==> config.mk <==
export PLATFORM = sky130hd
export DESIGN_NAME = xlat_mmu
export DESIGN_NICKNAME = d
export VERILOG_FILES = /design/src/rtl/xlat_pkg.sv /design/src/rtl/xlat_tlb.sv /design/src/rtl/xlat_pte_check.sv /design/src/rtl/xlat_walker.sv /design/src/rtl/xlat_mmu.sv
export SDC_FILE = /design/constraint.sdc
export NUM_CORES = 1
export LEC_CHECK = 0
export CORE_ASPECT_RATIO = 1.2
export CORE_MARGIN = 4
export CORE_UTILIZATION = 30
export DETAILED_ROUTE_END_ITERATION = 7
export PLACE_DENSITY = 0.49
export SLEW_MARGIN = 10
export SYNTH_ARGS = -nofsm -noshare
export SYNTH_HDL_FRONTEND = slang
export SYNTH_SLANG_ARGS = --single-unit
export TNS_END_PERCENT = 30
==> constraint.sdc <==
create_clock -name clk -period 4.1 [get_ports clk]
set_input_delay 1.025 -clock clk [delete_from_list [all_inputs] [get_ports clk]]
set_output_delay 1.025 -clock clk [all_outputs]
set_load 0.005 [all_outputs]
==> src/rtl/xlat_pkg.sv <==
package xlat_pkg;

    typedef enum logic [1:0] {
        ACC_READ  = 2'd0,
        ACC_WRITE = 2'd1,
        ACC_EXEC  = 2'd2,
        ACC_RSVD  = 2'd3
    } acc_e;

    typedef enum logic [1:0] {
        FLT_NONE   = 2'd0,
        FLT_SEG    = 2'd1,
        FLT_PROT   = 2'd2,
        FLT_ABSENT = 2'd3
    } fault_e;

    typedef enum logic [2:0] {
        ST_IDLE,
        ST_LOOKUP,
        ST_WALK_REQ,
        ST_WALK_WAIT,
        ST_FILL,
        ST_RESP
    } wstate_e;

    // Entry layout positions consumed by the walker and the classifier
    localparam int PTE_V_BIT    = 0;
    localparam int PTE_P_BIT    = 1;
    localparam int PTE_PERM_LSB = 2;
    localparam int PERM_W       = 3;

    // perm[0] read, perm[1] write, perm[2] execute; reserved kind never allowed
    function automatic logic perm_ok(input logic [PERM_W-1:0] perm, input logic [1:0] acc);
        logic ok;
        case (acc)
            ACC_READ:  ok = perm[0];
            ACC_WRITE: ok = perm[1];
            ACC_EXEC:  ok = perm[2];
            default:   ok = 1'b0;
        endcase
        return ok;
    endfunction

endpackage

==> src/rtl/xlat_tlb.sv <==
module xlat_tlb
    import xlat_pkg::*;
#(
    parameter int VPN_W = 20,
    parameter int PFN_W = 20,
    parameter int DEPTH = 8
) (
    input  logic              clk,
    input  logic              rst_n,
    input  logic [VPN_W-1:0]  lk_vpn,
    output logic              lk_hit,
    output logic [PFN_W-1:0]  lk_pfn,
    output logic [PERM_W-1:0] lk_perm,
    input  logic              fill_en,
    input  logic [VPN_W-1:0]  fill_vpn,
    input  logic [PFN_W-1:0]  fill_pfn,
    input  logic [PERM_W-1:0] fill_perm
);
    localparam int IDX_W = (DEPTH > 1) ? $clog2(DEPTH) : 1;
    localparam logic [IDX_W-1:0] LAST_IDX = IDX_W'(DEPTH - 1);

    typedef struct packed {
        logic [DEPTH-1:0]             vld;
        logic [DEPTH-1:0][VPN_W-1:0]  vpn;
        logic [DEPTH-1:0][PFN_W-1:0]  pfn;
        logic [DEPTH-1:0][PERM_W-1:0] perm;
        logic [IDX_W-1:0]             ptr;
    } tlb_t;

    tlb_t q, d;
    logic [DEPTH-1:0] hit_vec;

    // Parallel tag compare, one comparator per slot
    for (genvar i = 0; i < DEPTH; i++) begin : g_cmp
        assign hit_vec[i] = q.vld[i] && (q.vpn[i] == lk_vpn);
    end

    always_comb begin
        lk_hit  = |hit_vec;
        lk_pfn  = '0;
        lk_perm = '0;
        for (int i = 0; i < DEPTH; i++) begin
            if (hit_vec[i]) begin
                lk_pfn  = lk_pfn  | q.pfn[i];
                lk_perm = lk_perm | q.perm[i];
            end
        end
    end

    always_comb begin
        d = q;
        if (fill_en) begin
            d.vld[q.ptr]  = 1'b1;
            d.vpn[q.ptr]  = fill_vpn;
            d.pfn[q.ptr]  = fill_pfn;
            d.perm[q.ptr] = fill_perm;
            d.ptr         = (q.ptr == LAST_IDX) ? '0 : q.ptr + 1'b1;
        end
    end

    always_ff @(posedge clk) begin
        if (!rst_n) begin
            q <= '0;
        end else begin
            q <= d;
        end
    end

    // A page is only filled after it missed, so two slots never match
    p_single_match_r9: assert property (@(posedge clk) disable iff (!rst_n)
        $onehot0(hit_vec));

    // The slot just written must match its own page on the next lookup of it
    p_fill_visible_r8: assert property (@(posedge clk) disable iff (!rst_n)
        fill_en |=> (q.vld[$past(q.ptr)] && q.vpn[$past(q.ptr)] == $past(fill_vpn)));

endmodule

==> src/rtl/xlat_pte_check.sv <==
module xlat_pte_check
    import xlat_pkg::*;
(
    input  logic              pte_valid,
    input  logic              pte_present,
    input  logic [PERM_W-1:0] pte_perm,
    input  logic [1:0]        acc,
    output logic [1:0]        fault
);
    // Fixed priority: segmentation, then protection, then absence
    always_comb begin
        if (!pte_valid) begin
            fault = FLT_SEG;
        end else if (!perm_ok(pte_perm, acc)) begin
            fault = FLT_PROT;
        end else if (!pte_present) begin
            fault = FLT_ABSENT;
        end else begin
            fault = FLT_NONE;
        end
    end

endmodule

==> src/rtl/xlat_walker.sv <==
module xlat_walker
    import xlat_pkg::*;
#(
    parameter int VA_W      = 32,
    parameter int PA_W      = 32,
    parameter int PAGE_W    = 12,
    parameter int PTE_W     = 32,
    parameter int PTE_BYTES = 4
) (
    input  logic                   clk,
    input  logic                   rst_n,
    input  logic                   req_valid,
    output logic                   req_ready,
    input  logic [VA_W-1:0]        req_vaddr,
    input  logic [1:0]             req_acc,
    input  logic [VA_W-1:0]        ptbr,
    output logic                   rsp_valid,
    output logic [PA_W-1:0]        rsp_paddr,
    output logic [1:0]             rsp_fault,
    output logic                   mem_req_valid,
    input  logic                   mem_req_ready,
    output logic [VA_W-1:0]        mem_req_addr,
    input  logic                   mem_rsp_valid,
    input  logic [PTE_W-1:0]       mem_rsp_data,
    output logic [VA_W-PAGE_W-1:0] lk_vpn,
    input  logic                   lk_hit,
    input  logic [PA_W-PAGE_W-1:0] lk_pfn,
    input  logic [PERM_W-1:0]      lk_perm,
    output logic                   fill_en,
    output logic [VA_W-PAGE_W-1:0] fill_vpn,
    output logic [PA_W-PAGE_W-1:0] fill_pfn,
    output logic [PERM_W-1:0]      fill_perm,
    output logic                   chk_valid,
    output logic                   chk_present,
    output logic [PERM_W-1:0]      chk_perm,
    output logic [1:0]             chk_acc,
    input  logic [1:0]             chk_fault
);
    localparam int VPN_W  = VA_W - PAGE_W;
    localparam int PFN_W  = PA_W - PAGE_W;
    localparam int PTE_SH = $clog2(PTE_BYTES);

    typedef struct packed {
        wstate_e           st;
        logic [VA_W-1:0]   vaddr;
        logic [1:0]        acc;
        logic [PFN_W-1:0]  pfn;
        logic [PERM_W-1:0] perm;
        logic [PA_W-1:0]   paddr;
        logic [1:0]        fault;
    } walk_t;

    walk_t q, d;

    logic [VPN_W-1:0]  cur_vpn;
    logic [PAGE_W-1:0] cur_off;
    logic              unused_pte_bits;

    assign cur_vpn = q.vaddr[VA_W-1:PAGE_W];
    assign cur_off = q.vaddr[PAGE_W-1:0];

    // Entry fields seen by the classifier straight from the read data
    assign chk_valid   = mem_rsp_data[PTE_V_BIT];
    assign chk_present = mem_rsp_data[PTE_P_BIT];
    assign chk_perm    = mem_rsp_data[PTE_PERM_LSB +: PERM_W];
    assign chk_acc     = q.acc;
    assign unused_pte_bits = ^mem_rsp_data[PAGE_W-1:PTE_PERM_LSB+PERM_W];

    always_comb begin
        d       = q;
        fill_en = 1'b0;
        case (q.st)
            ST_IDLE: begin
                if (req_valid) begin
                    d.st    = ST_LOOKUP;
                    d.vaddr = req_vaddr;
                    d.acc   = req_acc;
                end
            end
            ST_LOOKUP: begin
                if (lk_hit) begin
                    d.st = ST_RESP;
                    if (perm_ok(lk_perm, q.acc)) begin
                        d.paddr = {lk_pfn, cur_off};
                        d.fault = FLT_NONE;
                    end else begin
                        d.paddr = '0;
                        d.fault = FLT_PROT;
                    end
                end else begin
                    d.st = ST_WALK_REQ;
                end
            end
            ST_WALK_REQ: begin
                if (mem_req_ready) begin
                    d.st = ST_WALK_WAIT;
                end
            end
            ST_WALK_WAIT: begin
                if (mem_rsp_valid) begin
                    if (chk_fault != FLT_NONE) begin
                        d.st    = ST_RESP;
                        d.paddr = '0;
                        d.fault = chk_fault;
                    end else begin
                        d.st   = ST_FILL;
                        d.pfn  = mem_rsp_data[PAGE_W +: PFN_W];
                        d.perm = chk_perm;
                    end
                end
            end
            ST_FILL: begin
                fill_en = 1'b1;
                d.st    = ST_LOOKUP;
            end
            ST_RESP: begin
                d.st = ST_IDLE;
            end
            default: begin
                d.st = ST_IDLE;
            end
        endcase
    end

    always_ff @(posedge clk) begin
        if (!rst_n) begin
            q <= '{st: ST_IDLE, default: '0};
        end else begin
            q <= d;
        end
    end

    assign req_ready     = (q.st == ST_IDLE);
    assign rsp_valid     = (q.st == ST_RESP);
    assign rsp_paddr     = q.paddr;
    assign rsp_fault     = q.fault;
    assign mem_req_valid = (q.st == ST_WALK_REQ);
    assign mem_req_addr  = ptbr + (VA_W'(cur_vpn) << PTE_SH);
    assign lk_vpn        = cur_vpn;
    assign fill_vpn      = cur_vpn;
    assign fill_pfn      = q.pfn;
    assign fill_perm     = q.perm;

    p_one_outstanding_r10: assert property (@(posedge clk) disable iff (!rst_n)
        (req_valid && req_ready) |=> !req_ready);

    p_rsp_pulse_r11: assert property (@(posedge clk) disable iff (!rst_n)
        rsp_valid |=> !rsp_valid);

    p_fault_zero_addr_r11: assert property (@(posedge clk) disable iff (!rst_n)
        (rsp_valid && rsp_fault != FLT_NONE) |-> (rsp_paddr == '0));

    p_memreq_hold_r4: assert property (@(posedge clk) disable iff (!rst_n)
        (mem_req_valid && !mem_req_ready) |=> (mem_req_valid && $stable(mem_req_addr)));

    p_seg_first_r5: assert property (@(posedge clk) disable iff (!rst_n)
        (q.st == ST_WALK_WAIT && mem_rsp_valid && !mem_rsp_data[PTE_V_BIT])
        |=> (rsp_valid && rsp_fault == FLT_SEG));

    p_absent_nofill_r7: assert property (@(posedge clk) disable iff (!rst_n)
        (q.st == ST_WALK_WAIT && mem_rsp_valid && chk_fault == FLT_ABSENT) |=> !fill_en);

    p_replay_hits_r8: assert property (@(posedge clk) disable iff (!rst_n)
        fill_en |=> lk_hit);

endmodule

==> src/rtl/xlat_mmu.sv <==
module xlat_mmu
    import xlat_pkg::*;
#(
    parameter int VA_W      = 32,
    parameter int PA_W      = 32,
    parameter int PAGE_W    = 12,
    parameter int PTE_W     = 32,
    parameter int PTE_BYTES = 4,
    parameter int TLB_DEPTH = 8
) (
    input  logic             clk,
    input  logic             rst_n,
    input  logic             req_valid,
    output logic             req_ready,
    input  logic [VA_W-1:0]  req_vaddr,
    input  logic [1:0]       req_acc,
    input  logic [VA_W-1:0]  ptbr,
    output logic             rsp_valid,
    output logic [PA_W-1:0]  rsp_paddr,
    output logic [1:0]       rsp_fault,
    output logic             mem_req_valid,
    input  logic             mem_req_ready,
    output logic [VA_W-1:0]  mem_req_addr,
    input  logic             mem_rsp_valid,
    input  logic [PTE_W-1:0] mem_rsp_data
);
    localparam int VPN_W = VA_W - PAGE_W;
    localparam int PFN_W = PA_W - PAGE_W;

    logic [VPN_W-1:0]  lk_vpn;
    logic              lk_hit;
    logic [PFN_W-1:0]  lk_pfn;
    logic [PERM_W-1:0] lk_perm;
    logic              fill_en;
    logic [VPN_W-1:0]  fill_vpn;
    logic [PFN_W-1:0]  fill_pfn;
    logic [PERM_W-1:0] fill_perm;
    logic              chk_valid;
    logic              chk_present;
    logic [PERM_W-1:0] chk_perm;
    logic [1:0]        chk_acc;
    logic [1:0]        chk_fault;

    xlat_tlb #(
        .VPN_W (VPN_W),
        .PFN_W (PFN_W),
        .DEPTH (TLB_DEPTH)
    ) u_tlb (
        .clk       (clk),
        .rst_n     (rst_n),
        .lk_vpn    (lk_vpn),
        .lk_hit    (lk_hit),
        .lk_pfn    (lk_pfn),
        .lk_perm   (lk_perm),
        .fill_en   (fill_en),
        .fill_vpn  (fill_vpn),
        .fill_pfn  (fill_pfn),
        .fill_perm (fill_perm)
    );

    xlat_pte_check u_check (
        .pte_valid   (chk_valid),
        .pte_present (chk_present),
        .pte_perm    (chk_perm),
        .acc         (chk_acc),
        .fault       (chk_fault)
    );

    xlat_walker #(
        .VA_W      (VA_W),
        .PA_W      (PA_W),
        .PAGE_W    (PAGE_W),
        .PTE_W     (PTE_W),
        .PTE_BYTES (PTE_BYTES)
    ) u_walker (
        .clk           (clk),
        .rst_n         (rst_n),
        .req_valid     (req_valid),
        .req_ready     (req_ready),
        .req_vaddr     (req_vaddr),
        .req_acc       (req_acc),
        .ptbr          (ptbr),
        .rsp_valid     (rsp_valid),
        .rsp_paddr     (rsp_paddr),
        .rsp_fault     (rsp_fault),
        .mem_req_valid (mem_req_valid),
        .mem_req_ready (mem_req_ready),
        .mem_req_addr  (mem_req_addr),
        .mem_rsp_valid (mem_rsp_valid),
        .mem_rsp_data  (mem_rsp_data),
        .lk_vpn        (lk_vpn),
        .lk_hit        (lk_hit),
        .lk_pfn        (lk_pfn),
        .lk_perm       (lk_perm),
        .fill_en       (fill_en),
        .fill_vpn      (fill_vpn),
        .fill_pfn      (fill_pfn),
        .fill_perm     (fill_perm),
        .chk_valid     (chk_valid),
        .chk_present   (chk_present),
        .chk_perm      (chk_perm),
        .chk_acc       (chk_acc),
        .chk_fault     (chk_fault)
    );

    // Memory is never asked for an entry while a response is being given
    p_no_walk_at_rsp_r4: assert property (@(posedge clk) disable iff (!rst_n)
        !(mem_req_valid && rsp_valid));

    p_idle_after_reset_r1: assert property (@(posedge clk) disable iff (!rst_n)
        $rose(rst_n) |-> (req_ready && !rsp_valid && !mem_req_valid));

endmodule

Word level (Yosys, flattened, before mapping)
Index checks and enable logic that the tools add are counted.
W data, S select, Z words.
{"block": "totals", "inputBits": 103, "output_inout_bits": 69, "regBits": 449}
{"block": "classes", "mux": 46, "n_eq_ne": 21, "n_lt_le_gt_ge": 2, "bitwise_logic": 16, "addsub": 2, "n_reduce_logical": 18}
{"operator": "$bwmux W160", "n": 2}
{"operator": "$mux W20", "n": 9}
{"operator": "$eq A20 B20 Y1", "n": 8}
{"operator": "$or A20 B20 Y20", "n": 7}
{"operator": "$mux W34", "n": 4}
{"operator": "$pmux W34 S2", "n": 1}
{"operator": "$demux W20 S3", "n": 1}
{"operator": "$mux W3", "n": 13}
{"operator": "$mux W37", "n": 1}
{"operator": "$add A32 B22 Y32", "n": 1}
{"operator": "$bwmux W24", "n": 1}
{"operator": "$or A3 B3 Y3", "n": 7}
{"operator": "$pmux W3 S5", "n": 1}
{"operator": "$demux W3 S3", "n": 1}
{"operator": "$eq A3 B3 Y1 const B", "n": 3}
{"operator": "$logic_and A1 B1 Y1", "n": 9}
{"operator": "$or A8 B8 Y8", "n": 1}
{"operator": "$reduce_or A8 Y1", "n": 1}
{"operator": "$eq A3 B2 Y1 const B", "n": 2}
{"operator": "$mux W1", "n": 6}
{"operator": "$mux W2", "n": 3}
{"operator": "$ne A2 B2 Y1 const B", "n": 3}
{"operator": "$pmux W1 S3", "n": 2}
{"operator": "$reduce_and A3 Y1", "n": 2}
{"operator": "other kinds (14)", "n": 16}

Depth between registers and ports, before layout
{"block": "logic_depth", "word_depth": 23, "mapped_depth": 13, "mapped_depth_nobuf": 12}

By module
From an unflattened synthesis, not the netlist that was laid out.
{"block": "hier_totals", "cells_unflattened": 2876, "area_unflattened_um2": 23353.6}
{"module": "xlat_tlb", "instances": 1, "cells_each": 2172, "area_per_inst_um2": 17506.8, "seq_area_each_um2": 7106.8}
{"module": "xlat_walker", "instances": 1, "cells_each": 698, "area_per_inst_um2": 5794.3, "seq_area_each_um2": 1881.8}
{"module": "xlat_pte_check", "instances": 1, "cells_each": 6, "area_per_inst_um2": 52.6, "seq_area_each_um2": 0.0}

Worst setup path after synthesis
No wires, ideal clock.
{"block": "synth_path", "path_type": "input-to-output", "start": "input ptbr[2]", "end": "output mem_req_addr[24]", "arrival_time_ns": 3.146, "path_slack_ns": -0.071, "path_buffers": 0, "cell_stages": 12, "cell_sequence": "ha_1 inv_1 fa_1 nor2b_1 o31a_1 o21ai_1 a21oi_1 o211a_1 o41a_1 o21ai_1 a21oi_1 xor2_1"}
{"block": "synth_via", "elab_chain_cells": 1}
{"item": "start, declared", "line": "xlat_mmu.sv:17", "source": "input logic [VA_W-1:0] ptbr,"}
{"item": "$add A32 B22 Y32", "line": "xlat_walker.sv:138", "source": "assign mem_req_addr = ptbr + (VA_W'(cur_vpn) << PTE_SH);"}
{"item": "end, declared", "line": "xlat_mmu.sv:23", "source": "output logic [VA_W-1:0] mem_req_addr,"}
Every way passes these cells.

Final worst setup path
{"block": "layout_path", "start": "input ptbr[2]", "end": "output mem_req_addr[28]"}
The elaborated chain is that of the path after synthesis.

==> impl_metrics.toml <==
[sta]
relSlewSlack_pct = 43.5
fmax_ghz = 0.219
period_minus_slack_ps = 4560
setup_viol = 11
final.period_utilization_pct = 111
fin_skew_ps = 15.8
tns_ps = -2860
worst_slew_pin_slew_ps = 848
rsz0062_at_grt = "yes"
report.final.slew_viol_count = 0
hold_viol = 0
worst_slack_ps = -456

[placed_design]
dp_hpwl_um = 39200
placed_cell_area_um2 = 22300
portBuffers = 160
routabilityCongestion = 0.795

[layout]
layout-drive-gt1-share_pct = 9.97
finalInstanceArea_um2 = 24100
syn2layout_area_growth_pct = 21.7
fin_nets = 2766
antenna_cells = 0
post-route-util_pct = 36.7

[setup_path]
crit_buf_inv = 5
cp_data_required_time_ps = 3070
critical_path_class = "in2out"
worstPathMaxFanout = 2
crit_slowest_cell = "o41a_1"
critPathTopFamily = "compound AO/OA/AOI/OAI gates"
path_cells = "buf_6 > ha_4 > inv_2 > fa_2 > nor2b_4 > o31a_1 > o21ai_2 > a21oi_2 > o211a_1 > o41a_1 > o21ai_2 > buf_6 > buf_6 > a21oi_2 > xor2_1 > buf_2"
start_kind = "primary input"
worstPathArrival_ps = 3530
worst_path_largest_cell_delay_ps = 410
worstSetupEndpointType = "output port"
crit_top_cell = "buf_6"

[clock_network]
htreeDepth = 2
cts_sinks = 449
root_buffer = "clkbuf_16"
numCtsBuffers = 50
ctsHoldBuffers = 0
cts_max_path_buffers = 3
clkTransAtPathRegs_ps = 50
clock_latency_ps = 580
tritoncts = "yes"

[floorplanning]
start_util_pct = 30.2
die_w_um = 243
die_area_um2 = 70300
core_um2 = 65700
dieHeight_um = 290
pin_count = 172
row_count = 103

[synth]
yosysSeqAreaShare_pct = 45.3
synth_top_area_share_pct = 45.3
postSynthCellCount = 2556
synth-seq-cells = 449
ys_top_cells_by_area = "dfxtp_1 45%, nand2_1 16%, a21oi_1 11%, xnor2_1 4.5%, xor2_1 3.7%"
synth-edff-count = 0
syn_nets = 2682
netlist_area_um2 = 19800
yosysTopAreaCell = "dfxtp_1"
syn_area_per_cell_um2 = 7.76
yosysWarnings = 0
synth.distinct_cells = 54
async_flop_share_pct = 0
ys.flop_type = "dfxtp_1"

[pwr]
leakagePower_nw = 8.59
p_total_mw = 9.97
ir_drop_mv = 0.250
p_per_area_nw_per_um2 = 413

[global_route]
grt.met2_usage_pct = 32.0
grt-busiest-layer = "met2"
grt.met3_usage_pct = 2.37
grt-ovfl-total = 0
grt_pass1_wl_um = 97400
grt_pass1_vias = 17012
antenna_found_initial = 0
grt_max_degree = 124
use_met1_pct = 20.7
grtUsageTotal_pct = 17.3

[run_status]
outcome = "finished, violations left"
violations = "setup timing"

[drt]
drt_first_iter_violations = 1014
vias = 17373
routed_via_density = 4.95
antenna_left = 0
wl_per_cell_um = 18.0
drtPass1Iterations = 5
routed_wl_um = 63000
drcViolationCount = 0

[flow_run]
drv_cap = 0

[worst_hold_path]
hp-class = "reg2reg"
-- worst paths after layout --
check	start	slack, ps	endpoint	cells past startpoint
worst max-delay path	ptbr[2]	-460	mem_req_addr[28]	16
worst min-delay path	u_walker.cur_off[3]	450	u_walker.cur_off[3]	2
worst min register to register	u_walker.cur_off[3]	450	u_walker.cur_off[3]	2
worst max register to register	u_walker.fill_vpn[1]	520	u_walker.rsp_paddr[10]	12
-- registers in the layout, summed over array words and instances, names as in the netlist --
signal,count
u_tlb.q,355
u_walker.q,3
u_walker.rsp_paddr,32
u_walker.fill_pfn,20
u_walker.cur_off,12
u_walker.rsp_fault,2
u_walker.fill_vpn,20
u_walker.fill_perm,3
u_walker.chk_acc,2
-- Yosys cell counts, drive strengths merged (5+ instances only) --
library cell  instances
dfxtp               449
xnor2               101
a21oi               425
a22o                 20
nand3                17
nand2b                5
nor2b                 6
and3                 14
inv                  14
a21bo                18
nand2               857
nand4                41
a221oi                5
buf                  81
nor3                 14
nor2                 45
ha                   22
o21ai                12
clkbuf              172
a22oi                80
nor4                 27
xor2                 84
a21o                  6
-- worst min-delay path: stages, from the launching register on --
cell     delay (ps)
dfxtp_1         300
nand2_1          50
a21oi_1          50
-- placed cells by master (no fill, tap or decap), types with 4 or more instances in the layout --
cell / count
dlymetal6s2s_1: 6
nand4_1: 41
o211ai_1: 4
buf_4: 115
a22oi_1: 80
nor4_1: 24
buf_6: 7
xor2_1: 84
nor2_4: 6
nor2b_1: 5
dlygate4sd2_1: 8
dfxtp_1: 449
a21bo_1: 18
nor3_2: 4
and3_1: 12
nor3_1: 10
o21ai_2: 4
a21oi_2: 7
nor2_1: 38
buf_12: 5
clkbuf_1: 16
a221oi_1: 4
xnor2_1: 100
clkdlybuf4s50_1: 125
o21ai_0: 5
nand3_1: 15
clkbuf_16: 51
a21oi_1: 418
nand2_1: 855
inv_1: 11
or3_1: 4
ha_4: 11
buf_2: 14
clkbuf_8: 10
a21o_1: 6
ha_1: 8
a22o_1: 20
nand2b_1: 5
-- cell families after synthesis --
group / after synthesis / share of synthesized area [%]
AOI/OAI and AO/OA: 591 / 17.3
xor gates and xnor gates: 185 / 8.17
adders and majority gates: 23 / 1.49
buffers and inverters: 267 / 6.14
DFF: 449 / 45.3
muxes: 2 / 0.101
and+or+nand+nor: 1039 / 21.5
-- area by class of cell --
class	count	area (um2)
inverter	14	60.1
timing repair buffer	285	2560
fill	6733	41600
clock inverter	4	48.8
tap	840	1050
sequential	449	8990
clock buffer	77	1470
multi-input combinational	1840	9960
-- stage by stage --
stage / hold WS, ps / instances / worst slack (ps)
4_1_cts: 454 / 3506 / -570
5_1_grt: 471 / 3509 / -590
6_report: 451 / 3509 / -456
2_1_floorplan: 432 / 2556 / -1.78
3_3_place_gp: 441 / 3413 / -1180
3_5_place_dp: 446 / 3413 / -1240
-- where the power goes --
part | switching (mW) | internal (mW)
clock | 1.75 | 2.50
combinational | 0.692 | 0.568
sequential | 0.0505 | 4.41
total | 2.49 | 7.48
-- routing by layer --
metal / part of all wire, % / wire length (um)
met1: 42 / 26600
met2: 51 / 32100
met3: 3.9 / 2460
met4: 2.9 / 1850
met5: 0 / 0
-- repair_timing --
item	4_1_cts	5_1_grt
setup endpoints to repair	25	24
buffers inserted	12	3
gates resized for setup	114	25
pin swaps	37	18
No activity file was read; power rests on OpenSTA's default activity.
